`config.mk`:
```
export PLATFORM = sky130hd
export DESIGN_NAME = ctc_timer8
export DESIGN_NICKNAME = d
export VERILOG_FILES = /design/src/rtl/ctc_timer_pkg.sv /design/src/rtl/ctc_prescale.sv /design/src/rtl/ctc_count.sv /design/src/rtl/ctc_outunit.sv /design/src/rtl/ctc_timer8.sv
export SDC_FILE = /design/constraint.sdc
export NUM_CORES = 1
export LEC_CHECK = 0
export ABC_AREA = 0
export BUFFER_PORTS_ARGS = -buffer_cell sky130_fd_sc_hd__buf_4
export CORE_ASPECT_RATIO = 1.2
export CORE_MARGIN = 4
export CORE_UTILIZATION = 45
export DETAILED_ROUTE_END_ITERATION = 12
export PLACE_DENSITY = 0.67
export SYNTH_ARGS = -nofsm -noshare
export SYNTH_HDL_FRONTEND = slang
export SYNTH_SLANG_ARGS = --single-unit
```
`constraint.sdc`:
```
create_clock -name clk -period 5.8 [get_ports clk]
set_input_delay 1.16 -clock clk [delete_from_list [all_inputs] [get_ports clk]]
set_output_delay 1.16 -clock clk [all_outputs]
set_load 0.02 [all_outputs]
```
`src/rtl/ctc_timer_pkg.sv`:
```
package ctc_timer_pkg;

   typedef enum logic [1:0] {
      OUT_HOLD   = 2'b00,
      OUT_TOGGLE = 2'b01,
      OUT_RSV_A  = 2'b10,
      OUT_RSV_B  = 2'b11
   } out_mode_e;

   typedef enum logic [1:0] {
      REG_CMP  = 2'd0,
      REG_CNT  = 2'd1,
      REG_CTRL = 2'd2,
      REG_NONE = 2'd3
   } reg_sel_e;

   localparam int SEL_W    = 3;
   localparam int SEL_LSB  = 0;
   localparam int MODE_LSB = 4;
   localparam int CTRL_MIN = MODE_LSB + 2;
   localparam int MAX_SHIFT = 10;

   // log2 of the divide ratio for each nonzero select value
   function automatic int unsigned rate_shift(input int unsigned s);
      case (s)
         1: return 0;
         2: return 3;
         3: return 5;
         4: return 6;
         5: return 7;
         6: return 8;
         7: return 10;
         default: return 0;
      endcase
   endfunction

endpackage

```
`src/rtl/ctc_prescale.sv`:
```
module ctc_prescale
   import ctc_timer_pkg::*;
#(
   parameter int DIV_W = 10
) (
   input  logic             clk,
   input  logic             rst_n,
   input  logic [SEL_W-1:0] sel,
   output logic             tick
);
   localparam int NSEL = 1 << SEL_W;

   if (DIV_W < MAX_SHIFT) begin : g_bad_div
      $error("ctc_prescale: DIV_W must cover the largest divide ratio");
   end

   logic [DIV_W-1:0] div_q;
   logic [NSEL-1:0]  tap;

   always_ff @(posedge clk or negedge rst_n) begin
      if (!rst_n) div_q <= '0;
      else        div_q <= div_q + 1'b1;
   end

   assign tap[0] = 1'b0;
   for (genvar s = 1; s < NSEL; s++) begin : g_tap
      localparam int unsigned SH = rate_shift(s);
      if (SH == 0) begin : g_every
         assign tap[s] = 1'b1;
      end else begin : g_div
         assign tap[s] = &div_q[SH-1:0];
      end
   end

   assign tick = tap[sel];

   AST_STOP_NO_TICK: assert property (@(posedge clk) disable iff (!rst_n)
      (sel == '0) |-> !tick);
   AST_FULL_RATE: assert property (@(posedge clk) disable iff (!rst_n)
      (sel == SEL_W'(1)) |-> tick);
   AST_DIV8_SPACING: assert property (@(posedge clk) disable iff (!rst_n)
      (sel == SEL_W'(2) && $past(sel) == SEL_W'(2) && tick) |=> !tick);

endmodule

```
`src/rtl/ctc_count.sv`:
```
module ctc_count #(
   parameter int W = 8
) (
   input  logic         clk,
   input  logic         rst_n,
   input  logic         tick,
   input  logic         cnt_wr,
   input  logic [W-1:0] cnt_wdata,
   input  logic [W-1:0] cmp,
   output logic [W-1:0] cnt,
   output logic         match_evt,
   output logic         ovf_evt
);
   logic [W-1:0] cnt_q;
   logic         at_top;
   logic         at_max;
   logic         live;

   assign at_top    = (cnt_q == cmp);
   assign at_max    = &cnt_q;
   assign live      = tick & ~cnt_wr;
   assign match_evt = live & at_top;
   assign ovf_evt   = live & at_max;
   assign cnt       = cnt_q;

   always_ff @(posedge clk or negedge rst_n) begin
      if (!rst_n)      cnt_q <= '0;
      else if (cnt_wr) cnt_q <= cnt_wdata;
      else if (tick)   cnt_q <= at_top ? '0 : cnt_q + 1'b1;
   end

   AST_STEP_UP: assert property (@(posedge clk) disable iff (!rst_n)
      (tick && !cnt_wr && cnt != cmp) |=> (cnt == W'($past(cnt) + 1'b1)));
   AST_CLEAR_AT_TOP: assert property (@(posedge clk) disable iff (!rst_n)
      (tick && !cnt_wr && cnt == cmp) |=> (cnt == '0));
   AST_WRITE_WINS: assert property (@(posedge clk) disable iff (!rst_n)
      cnt_wr |=> (cnt == $past(cnt_wdata)));
   AST_IDLE_HOLD: assert property (@(posedge clk) disable iff (!rst_n)
      (!tick && !cnt_wr) |=> $stable(cnt));

endmodule

```
`src/rtl/ctc_outunit.sv`:
```
module ctc_outunit
   import ctc_timer_pkg::*;
(
   input  logic      clk,
   input  logic      rst_n,
   input  logic      match_evt,
   input  logic      ovf_evt,
   input  logic      clr_match,
   input  logic      clr_ovf,
   input  out_mode_e mode,
   output logic      match_flag,
   output logic      ovf_flag,
   output logic      wave
);
   logic do_toggle;

   assign do_toggle = match_evt & (mode == OUT_TOGGLE);

   always_ff @(posedge clk or negedge rst_n) begin
      if (!rst_n) begin
         match_flag <= 1'b0;
         ovf_flag   <= 1'b0;
         wave       <= 1'b0;
      end else begin
         if (match_evt)      match_flag <= 1'b1;
         else if (clr_match) match_flag <= 1'b0;
         if (ovf_evt)        ovf_flag   <= 1'b1;
         else if (clr_ovf)   ovf_flag   <= 1'b0;
         if (do_toggle)      wave       <= ~wave;
      end
   end

   AST_MATCH_STICKS: assert property (@(posedge clk) disable iff (!rst_n)
      match_evt |=> match_flag);
   AST_OVF_STICKS: assert property (@(posedge clk) disable iff (!rst_n)
      ovf_evt |=> ovf_flag);
   AST_FLAG_HOLD: assert property (@(posedge clk) disable iff (!rst_n)
      (match_flag && !clr_match) |=> match_flag);
   AST_WAVE_FLIP: assert property (@(posedge clk) disable iff (!rst_n)
      (match_evt && mode == OUT_TOGGLE) |=> (wave != $past(wave)));
   AST_WAVE_KEEP: assert property (@(posedge clk) disable iff (!rst_n)
      !(match_evt && mode == OUT_TOGGLE) |=> $stable(wave));

endmodule

```
`src/rtl/ctc_timer8.sv`:
```
module ctc_timer8
   import ctc_timer_pkg::*;
#(
   parameter int W     = 8,
   parameter int DIV_W = 10
) (
   input  logic         clk,
   input  logic         rst_n,
   input  logic         wr_en,
   input  logic [1:0]   wr_addr,
   input  logic [W-1:0] wr_data,
   input  logic [1:0]   rd_addr,
   output logic [W-1:0] rd_data,
   input  logic         clr_match,
   input  logic         clr_ovf,
   output logic         match_flag,
   output logic         ovf_flag,
   output logic         wave_out
);
   if (W < CTRL_MIN) begin : g_bad_width
      $error("ctc_timer8: W too narrow for the control fields");
   end

   logic [W-1:0]     cmp_q;
   logic [SEL_W-1:0] sel_q;
   out_mode_e        mode_q;
   logic [W-1:0]     cnt;
   logic [W-1:0]     ctrl_rd;
   logic             tick;
   logic             cnt_wr;
   logic             match_evt;
   logic             ovf_evt;

   assign cnt_wr = wr_en && (wr_addr == REG_CNT);

   always_ff @(posedge clk or negedge rst_n) begin
      if (!rst_n) begin
         cmp_q  <= '0;
         sel_q  <= '0;
         mode_q <= OUT_HOLD;
      end else if (wr_en) begin
         if (wr_addr == REG_CMP) cmp_q <= wr_data;
         if (wr_addr == REG_CTRL) begin
            sel_q  <= wr_data[SEL_LSB +: SEL_W];
            mode_q <= out_mode_e'(wr_data[MODE_LSB +: 2]);
         end
      end
   end

   always_comb begin
      ctrl_rd = '0;
      ctrl_rd[SEL_LSB +: SEL_W] = sel_q;
      ctrl_rd[MODE_LSB +: 2]    = mode_q;
      case (reg_sel_e'(rd_addr))
         REG_CMP:  rd_data = cmp_q;
         REG_CNT:  rd_data = cnt;
         REG_CTRL: rd_data = ctrl_rd;
         default:  rd_data = '0;
      endcase
   end

   ctc_prescale #(.DIV_W(DIV_W)) u_pre (
      .clk  (clk),
      .rst_n(rst_n),
      .sel  (sel_q),
      .tick (tick)
   );

   ctc_count #(.W(W)) u_cnt (
      .clk      (clk),
      .rst_n    (rst_n),
      .tick     (tick),
      .cnt_wr   (cnt_wr),
      .cnt_wdata(wr_data),
      .cmp      (cmp_q),
      .cnt      (cnt),
      .match_evt(match_evt),
      .ovf_evt  (ovf_evt)
   );

   ctc_outunit u_out (
      .clk       (clk),
      .rst_n     (rst_n),
      .match_evt (match_evt),
      .ovf_evt   (ovf_evt),
      .clr_match (clr_match),
      .clr_ovf   (clr_ovf),
      .mode      (mode_q),
      .match_flag(match_flag),
      .ovf_flag  (ovf_flag),
      .wave      (wave_out)
   );

   AST_NO_MATCH_ON_WRITE: assert property (@(posedge clk) disable iff (!rst_n)
      (cnt_wr && !clr_match && !match_flag) |=> !match_flag);
   AST_OVF_ONLY_FROM_MAX: assert property (@(posedge clk) disable iff (!rst_n)
      $rose(ovf_flag) |-> ($past(cnt) == {W{1'b1}} && cnt == '0));

endmodule

```
Word-level counts from Yosys, hierarchy flattened
Index checks and enable logic that the tools add are counted.
{"block": "totals", "in_bits": 17, "out_inout_bits": 11, "word_cells": 48, "ff_bits": 34}
{"block": "op_classes", "magnitude_cmp": 1, "n_addsub": 2, "n_reduce_logical": 15, "bitwise_logic": 6, "mux": 10, "n_eq_ne": 6}
{"operator": "two-way mux 8 bit", "n": 3}
{"operator": "case mux 8 bit (3 select lines)", "n": 1}
{"operator": "AND reduction 8 bit", "n": 2}
{"operator": "adder 10 x 1 -> 10 bit, second input constant", "n": 1}
{"operator": "AND reduction 10 bit", "n": 1}
{"operator": "adder 8 x 1 -> 8 bit, second input constant", "n": 1}
{"operator": "equality test 8 bit", "n": 1}
{"operator": "AND reduction 7 bit", "n": 1}
{"operator": "equality test 2 x 1 -> 1 bit, second input constant", "n": 3}
{"operator": "AND reduction 6 bit", "n": 1}
{"operator": "nonzero test 2 bit", "n": 3}
{"operator": "two-way mux 1 bit", "n": 5}
{"operator": "AND reduction 5 bit", "n": 1}
{"operator": "AND 1 bit", "n": 4}
{"operator": "equality test 2 bit, second input constant", "n": 2}
{"operator": "zero test 2 bit", "n": 2}
{"operator": "less-than comparator 3 x 4 -> 1 bit, second input constant", "n": 1}
{"operator": "AND reduction 2 bit", "n": 2}
{"operator": "binary-select mux 1 bit (select 3 bit)", "n": 1}
{"operator": "AND reduction 3 bit", "n": 1}
{"operator": "inverter 1 bit", "n": 2}
{"operator": "logical AND 1 bit", "n": 1}

Logic depth before layout (Yosys ltp)
{"block": "depth", "depth_word": 6, "depth_mapped": 9, "mapped_depth_nobuf": 8}

Hierarchy
From an unflattened synthesis, not the netlist that was laid out.
{"block": "hier_totals", "hier_cells": 177, "hier_area_um2": 1915.6}
{"module": "ctc_count", "seq_area_each_um2": 200.2, "instances": 1, "area_each_um2": 681.9, "cells_each": 80}
{"module": "ctc_timer8", "seq_area_each_um2": 325.3, "instances": 1, "area_each_um2": 659.4, "cells_each": 48}
{"module": "ctc_prescale", "seq_area_each_um2": 250.2, "instances": 1, "area_each_um2": 460.4, "cells_each": 40}
{"module": "ctc_outunit", "seq_area_each_um2": 75.1, "instances": 1, "area_each_um2": 113.9, "cells_each": 9}

Least setup slack after synthesis
No wires, ideal clock.
{"block": "synth_timing", "kind": "input port to output port", "start": "in rd_addr[0]", "end": "out rd_data[0]", "path_slack_ps": 2483, "path_buffers": 1, "required_time_ps": 4640, "t_arrival_ps": 2157, "cell_stages": 3, "path_cell_list": "clkbuf_1 -> mux2i_1 -> o21ai_0"}
{"block": "synth_via", "elab_chain_len": 2, "word_cells_on_any_way": 4, "cone_classes": "eq/ne (2); mux (1); reduce/logical (1)"}
{"element": "start, declared", "line_no": "ctc_timer8.sv:12", "rtl": "input logic [1:0] rd_addr,"}
{"element": "equality test 2 bit, or another cell as far along", "line_no": "ctc_timer8.sv:54", "rtl": "case (reg_sel_e'(rd_addr))"}
{"element": "case mux 8 bit (3 select lines) *", "line_no": "ctc_timer8.sv:54"}
{"element": "end, declared", "line_no": "ctc_timer8.sv:13", "rtl": "output logic [W-1:0] rd_data,"}
Mark *: on every way between the ends. The rest lies on a longest branch, timed or not.

Final worst setup path
{"block": "layout_timing", "start": "in rd_addr[0]", "end": "out rd_data[5]"}
The elaborated chain is that of the path after synthesis.

==> metrics.yaml <==
cts:
  cts_sinks: 34
  clockBufferDepth: 2
  htree_num_levels: 2
  root_buffer: "clkbuf_8"
  clk_pin_slew_ps: 60
  cts_made_buffers: 5
  cts_tree: "built"
  cts_setup_buffers: 0
  clock_latency_ps: 280
  cts.repair.resized: 0
  hold_buffers: 0
hold_path:
  hold_path_class: "register to register"
  worstHoldStart: "u_out.wave"
  holdPathStages: 1
  min_to: "u_out.wave"
drt:
  drc: 0
  via_per_inst: 5.58
  vias: 1412
  totalWireLength_mm: 4.04
  wire_per_inst_microns: 16.0
  ant_nets: 0
  drt-pass1-iter-count: 4
  drt_iter0_drc: 80
worst_setup_path:
  cp.required_ps: 4640
  r2r_slack_ps: 3470
  r2r_cells: 8
  worstPathMaxFanout: 9
  r2r-start: "u_pre.div_q[0]"
  worstSetupPathType: "input port to primary output"
  crit_arrival_ps: 2020
  cp-start-kind: "input port"
  r2r_end: "u_cnt.cnt[6]"
  end_kind: "primary output"
final_layout:
  fin_area_sq_um: 2150
  diodes: 0
  drive_gt1_frac: 0.256
  fillers: 365
  areaGrowthSynthToFinish_pct: 18.1
  nets: 221
  final-instance-count-excl-fill: 253
run_status:
  outcome: "finished, final reports clean"
sta:
  fin_worst_skew_ps: 4.37
  setup_viol: 0
  drv_slew: 0
  setup_ws_ps: 2620
  min_period_ps: 3180
  hold_violations: 0
  relSlewSlack: 0.468
  worst_pin_slew_ps: 795
  fin_crit_sh: 0.548
  rsz0062_at_grt: "false"
  max_freq_mhz: 315
  fin_tns_setup_ps: 0
place:
  portBuffers: 27
  dpl.hpwl_mm: 2.94
  place_area_sq_um: 2070
  dp.cells: 247
  dp_slack_ps: 2630
  place.gp.congestion: 0.801
power_and_ir_drop:
  switching_power_uw: 247
  p_per_area_nw_per_um2: 332
  max-vdd-ir-drop_v: 0.000131
  clkPwrFrac: 0.239
  seq_power_share: 0.475
  p_sw_frac: 0.346
  power_leakage_nw: 0.954
  pwr-share-comb: 0.286
  intPower_uw: 467
floorplan:
  ios: 28
  design.core.area_sq_um: 3910
  dieWidth_microns: 66.0
  dieArea_sq_um: 5130
  initial_utilization: 0.465
  core.rowCount: 25
  die_y_microns: 77.7
global_routing:
  grt_pass1_wl_mm: 6.82
  grt_antenna_before_repair: 0
  grt_max_degree: 35
  gr-usage-all-layers: 0.174
  overflow: 0
  grt_pass1_vias: 1421
logic_synthesis:
  syn_area_sq_um: 1820
  ys_ff_latch: 34
  yosysUniqueCellTypes: 34
  synthArstFlopShare: 1.00
  synth_fp_nets: 193
  synth_ff_type: "dfrtp_1"
  yosys_warnings: 0
  synthCells: 172
  syn_area_per_cell_sq_um: 10.6
  synth_edf_count: 0
  yosysSeqAreaShare: 0.468
run:
  maxCapViolCount: 0
cells in the mapped netlist (2+ instances only):
cell type / count / area, sq um
nor2_1: 14 / 52.6
ha_1: 4 / 50.1
nand3_1: 8 / 40.0
nand3b_1: 2 / 15.0
a31oi_1: 7 / 43.8
a21oi_1: 5 / 25.0
nor4_2: 2 / 25.0
xnor2_1: 5 / 43.8
dfrtp_1: 34 / 851
or3_1: 2 / 12.5
or4b_1: 4 / 40.0
inv_1: 4 / 15.0
mux2_2: 13 / 146
buf_1: 2 / 7.51
o21ai_0: 12 / 60.1
xor2_1: 10 / 87.6
or4_1: 2 / 15.0
nand2_1: 11 / 41.3
and3_1: 5 / 31.3
clkbuf_1: 3 / 11.3
mux2i_1: 8 / 80.1
a21boi_0: 2 / 15.0
nor2b_1: 2 / 12.5
routing by layer:
layer  track usage  part of all wire
met5             0                 0
met4        0.0732             0.015
met3        0.0391             0.053
met2         0.286              0.50
met1         0.218              0.44
layout by cell type, fill, tap and decap left out, types with 2 or more instances in the layout:
master,instances
dfrtp_1,34
buf_4,27
xnor2_1,5
a31oi_1,7
nor4_2,2
nand2_1,11
o21ai_0,12
mux2_2,13
and3_1,5
a21oi_1,5
mux2i_1,8
ha_1,4
xor2_1,10
or4_1,2
or3_1,2
nand3_1,8
nor2b_1,2
inv_1,4
or4b_1,4
clkbuf_8,6
nor2_1,14
a21boi_0,2
nand3b_1,2
critical path, stage by stage:
cell	delay, ps
buf_4	160
nor2b_1	310
nand2_1	80
o21ai_0	110
buf_4	190
worst max path at each step:
stage | from | end | slack [ps] | cells after the start
2_1_floorplan | rd_addr[0] | rd_data[0] | 2480 | 3
3_5_place_dp | rd_addr[0] | rd_data[2] | 2630 | 5
3_3_place_gp | rd_addr[0] | rd_data[2] | 2650 | 5
6_report | rd_addr[0] | rd_data[5] | 2620 | 5
4_1_cts | rd_addr[0] | rd_data[2] | 2630 | 5
5_1_grt | rd_addr[0] | rd_data[4] | 2530 | 5
per-stage QoR:
step	power, mW	util	hold WS [ps]
finish	0.713	0.549	472
floorplan	0.470	-	440
global placement	0.541	0.528	459
global route	0.762	0.549	499
detailed placement	0.545	0.528	466
CTS	0.720	0.549	479
power by group through the flow:
stage / logic, mW / registers, mW / clock network [mW]
5_1_grt: 0.229 / 0.346 / 0.188
4_1_cts: 0.205 / 0.337 / 0.177
6_report: 0.204 / 0.339 / 0.171
3_3_place_gp: 0.201 / 0.339 / 0
2_1_floorplan: 0.146 / 0.324 / 0
3_5_place_dp: 0.204 / 0.342 / 0
registers in the layout, summed over array words and instances, names as in the netlist:
signal	cells
u_pre.div_q	10
cmp_q	8
u_cnt.cnt	8
sel_q	3
mode_q	2
u_out.match_flag	1
u_out.ovf_flag	1
u_out.wave	1
final cells by class:
type | instances | area, sq um | area share
multi-input combinational | 128 | 930 | 0.433
sequential | 34 | 851 | 0.396
timing repair buffer | 27 | 203 | 0.0944
clock buffer | 6 | 82.6 | 0.0384
tap | 54 | 67.6 | 0.0315
inverter | 4 | 15.0 | 0.00699
kinds of logic after synthesis:
family                   count (synthesis)  synth area share
adder cells (fa/ha/maj)                  4            0.0275
AND/OR/NAND/NOR                         56             0.175
buffers and inverters                   10            0.0213
AO/OA/AOI/OAI                           32             0.112
multiplexers                            21             0.124
flip-flops                              34             0.468
XOR/XNOR                                15            0.0722
Power figures use the tool's default switching activity.
